==> config.mk <==
export PLATFORM = sky130hd
export DESIGN_NAME = led_mode_drv
export DESIGN_NICKNAME = d
export VERILOG_FILES = /design/src/rtl/led_mode_drv.sv
export SDC_FILE = /design/constraint.sdc
export NUM_CORES = 1
export LEC_CHECK = 0
export CORE_MARGIN = 8
export CORE_UTILIZATION = 39
export CTS_BUF_LIST = sky130_fd_sc_hd__clkbuf_4
export DETAILED_ROUTE_END_ITERATION = 12
export PLACE_DENSITY = 0.61
export RECOVER_POWER = 50
export SLEW_MARGIN = 20
export SYNTH_ARGS = -nofsm -noshare
export SYNTH_HDL_FRONTEND = slang
export SYNTH_SLANG_ARGS = --single-unit
export TNS_END_PERCENT = 10
==> constraint.sdc <==
create_clock -name clk -period 2 [get_ports clk]
set_clock_uncertainty 0.2 [all_clocks]
set_input_delay 0.3 -clock clk [delete_from_list [all_inputs] [get_ports clk]]
set_output_delay 0.3 -clock clk [all_outputs]
set_load 0.02 [all_outputs]
==> src/rtl/led_mode_drv.sv <==
module led_mode_drv #(
  parameter int NCH         = 4,
  parameter int HALF_CYCLES = 1_000_000,
  localparam int AW = $clog2(NCH + 1),
  localparam int CW = $clog2(HALF_CYCLES)
) (
  input  logic           clk,
  input  logic           rst,
  input  logic           wr_en,
  input  logic [AW-1:0]  wr_addr,
  input  logic [7:0]     wr_data,
  input  logic [NCH-1:0] link_up,
  input  logic [NCH-1:0] full_dplx,
  output logic [NCH-1:0] led_n
);

  localparam logic [2:0] M_LINK  = 3'd0;
  localparam logic [2:0] M_DPLX  = 3'd1;
  localparam logic [2:0] M_ON    = 3'd2;
  localparam logic [2:0] M_BLINK = 3'd4;

  logic [NCH-1:0][2:0] ch_mode;
  logic [NCH-1:0][2:0] eff_mode;
  logic [2:0]          g_mode;
  logic                g_en;
  logic [CW-1:0]       cnt;
  logic                lit_phase;
  logic                wrap;
  logic [NCH-1:0]      lit;

  assign wrap = (cnt == CW'(HALF_CYCLES - 1));

  always_ff @(posedge clk) begin
    if (rst) begin
      g_en   <= 1'b0;
      g_mode <= M_LINK;
    end else if (wr_en && wr_addr == '0) begin
      g_en   <= wr_data[3];
      g_mode <= wr_data[2:0];
    end
  end

  always_ff @(posedge clk) begin
    if (rst) begin
      cnt       <= '0;
      lit_phase <= 1'b1;
    end else if (wrap) begin
      cnt       <= '0;
      lit_phase <= ~lit_phase;
    end else begin
      cnt <= cnt + 1'b1;
    end
  end

  for (genvar g = 0; g < NCH; g++) begin : g_ch
    always_ff @(posedge clk) begin
      if (rst)
        ch_mode[g] <= M_LINK;
      else if (wr_en && wr_addr == AW'(g + 1))
        ch_mode[g] <= wr_data[2:0];
    end

    assign eff_mode[g] = g_en ? g_mode : ch_mode[g];

    always_comb begin
      case (eff_mode[g])
        M_LINK:  lit[g] = link_up[g];
        M_DPLX:  lit[g] = full_dplx[g];
        M_ON:    lit[g] = 1'b1;
        M_BLINK: lit[g] = lit_phase;
        default: lit[g] = 1'b0;
      endcase
    end

    assign led_n[g] = ~lit[g];
  end

endmodule

==> impl_metrics.toml <==
[critical_path]
startpoint = "g_en$_SDFFE_PP0P_"
cp.arrival_ns = 1.66
required_ns = 1.50
r2r-start = "cnt[8]$_SDFF_PP0_"
startpoint_type = "register"
crit_path_end_kind = "output pin"
path_max_fanout = 5
critPathKind = "register to output pin"

[yosys]
synth_nets = 229
synth_area_leaders = "dfxtp_1 (41%), mux2i_1 (12%), nor2_1 (7.7%)"
syn_inst = 206
synth_top_area_share_pct = 40.83
yosysTopAreaCell = "dfxtp_1"
seq_area_frac_synth_pct = 40.83
syn_avg_cell_area_sq_um = 8.807
synth-edff-count = 0
yosys_warnings = 0
synth_flop_cell = "dfxtp_1"
postSynth.asyncResetShare_pct = 0
ys_ff_latch = 37
syn_area_sq_um = 1814
synth_cell_types = 33

[min_path]
worstHoldStart = "cnt[0]$_SDFF_PP0_"
hold_path_class = "register to register"

[floorplanning]
start_util_pct = 39.46
num_io_pins = 26
dieHeight_microns = 84.21
die_w_microns = 84.21
fp-row-count = 25
fp.dieArea_sq_um = 7090
fp.coreArea_sq_um = 4598

[pwr]
power_density_nw_per_um2 = 520.2
leakage_nw = 0.8386
clock_power_share_pct = 27.8
p_seq_share_pct = 59.9
intPower_uw = 962.7
p_comb_share_pct = 12.3
swShare_pct = 23.92
ir_drop_mv = 0.5889
power.switching_uw = 302.7

[detailed_routing]
drt_first_iter_violations = 38
wl_per_cell_microns = 12.79
via_per_inst = 5.048
drtPass1Iterations = 4
drc = 0
vias = 1575
detail_route.wirelength_microns = 3990
ant_nets = 0

[final_layout]
fillers = 454
final_core_util_pct = 52.90
area_delta_synth_final_pct = 34.07
drive_gt1_share_pct = 23.26
final_nets = 280
antenna_cells = 0

[clock_tree]
cts.sink_count = 37
htree_levels = 2
cts_root_buf = "clkbuf_4"
insertion_delay_ns = 0.33
cts_setup_buffers = 0
cts_buffers = 5
clk_pin_slew_ns = 0.10
cts_tree = "done"
clk_path_buf_depth = 2

[timing]
layout_setup_ws_ns = -0.1625
worst_pin_slew_ns = 0.4201
finalCritPeriodShare_pct = 108.1
setup_viol = 4
relSlewSlack_pct = 71.78
fmax_mhz = 462.4
grt_setup_unrepaired = "yes"
hold_viol_final = 0
drv_slew = 0
fin_crit_ns = 2.163

[global_route]
grt_max_degree = 16
first_global_vias = 1552
antenna_found_initial = 0
overflow = 0
grt_pass1_wl_microns = 7017
grtUsageTotal_pct = 11.71

[run_status]
outcome = "finished, violations left"
violations = "negative setup slack"

[placement]
hpwl_microns = 3036
dp_slack_ns = -0.3120
port_buffers = 21
gp_congestion = 0.7693

[job]
drv_cap = 0
-- final cells by class --
class	count	area, sq um	area share (%)
Sequential cell	37	744.5	30.61
Multi-Input combinational cell	155	1105	45.42
Clock buffer	5	37.54	1.543
Timing Repair Buffer	51	439.2	18.06
Inverter	7	26.28	1.080
Tap cell	54	67.56	2.778
Clock inverter	3	12.51	0.5144
-- power groups by stage --
stage	Clock, mW	Sequential, mW	Combinational [mW]
3_5_place_dp	0	0.774	0.156
6_report	0.352	0.758	0.155
4_1_cts	0.377	0.759	0.154
5_1_grt	0.398	0.761	0.169
2_1_floorplan	0	0.771	0.0728
3_3_place_gp	0	0.774	0.155
-- stage by stage --
stage	hold slack, ns	area [sq um]	cells	power, mW	TNS [ns]
finish	0.2564	2432	312	1.265	-0.5579
global route	0.2850	2432	312	1.328	-0.9742
CTS	0.2608	2389	311	1.290	-0.6407
detailed placement	0.2365	2318	303	0.9301	-1.202
global placement	0.2287	2318	303	0.9286	-1.156
floorplan	0.2176	1842	206	0.8441	0
-- synth_stat cells, types with 3 or more instances --
library cell	instances
nor4_1	4
nand3_1	6
inv_1	7
nor3_1	6
mux2i_1	22
nand4_1	4
a31oi_1	4
nor2_1	37
o21ai_0	7
nand2_1	8
nand4b_1	3
a21oi_1	9
dfxtp_1	37
xnor2_1	11
or2_2	4
clkbuf_1	5
nand3b_1	8
xor2_1	4
-- final timing paths --
check	cells past startpoint	slack [ns]	to
setup / recovery	7	-0.16	led_n[2]
hold / removal	1	0.26	cnt[0]$_SDFF_PP0_
setup reg to reg	4	0.14	cnt[18]$_SDFF_PP0_
hold reg to reg	1	0.26	cnt[0]$_SDFF_PP0_
-- metal layers --
layer  track usage [%]  wire, microns
met1             13.29           1784
met2             20.47           2013
met5                 0              0
met3             3.291            153
met4             3.768             38
-- critical path: stages (launching register included) --
cell and delay, ns:
dfxtp_4 0.39, buf_12 0.12, mux2i_1 0.21, buf_4 0.14
nand3b_1 0.10, a21oi_2 0.17, a31oi_2 0.04, buf_4 0.16
-- sequential cells by signal (all words and copies together), names as in the netlist --
name       count
cnt           20
ch_mode       12
g_mode         3
g_en           1
lit_phase      1
-- logic make-up (layout without fill, tap and decap cells) --
kind of cell             count (synthesis)  in the layout  synth area share (%)
XOR/XNOR                                15             15                 7.241
flip-flops                              37             37                 40.83
multiplexers                            22             22                 12.14
buffers and inverters                   14             66                 3.035
adder cells (fa/ha/maj)                  1              1                0.6895
AND/OR/NAND/NOR                         95             95                 29.24
AO/OA/AOI/OAI                           22             22                 6.827
-- placed cells by master (no fill, tap or decap), types with 6 or more instances in the layout --
cell type	Yosys	layout
dfxtp_1	37	36
o21ai_0	7	6
nor2_1	37	37
clkdlybuf4s50_1	0	16
mux2i_1	22	15
buf_4	0	25
inv_1	7	7
nand3b_1	8	8
nand2_1	8	8
xnor2_1	11	11
nor3_1	6	6
nand3_1	6	6
-- what timing repair did --
action / 4_1_cts / 5_1_grt
pin swaps: 1 / 2
setup endpoints to repair: 4 / 4
endpoints found under the hold margin: 0 / 0
cloned: 0 / 1
hold buffers: 0 / 0
gates resized for setup: 29 / 8
Note: power is estimated with default switching activity, not from simulation.
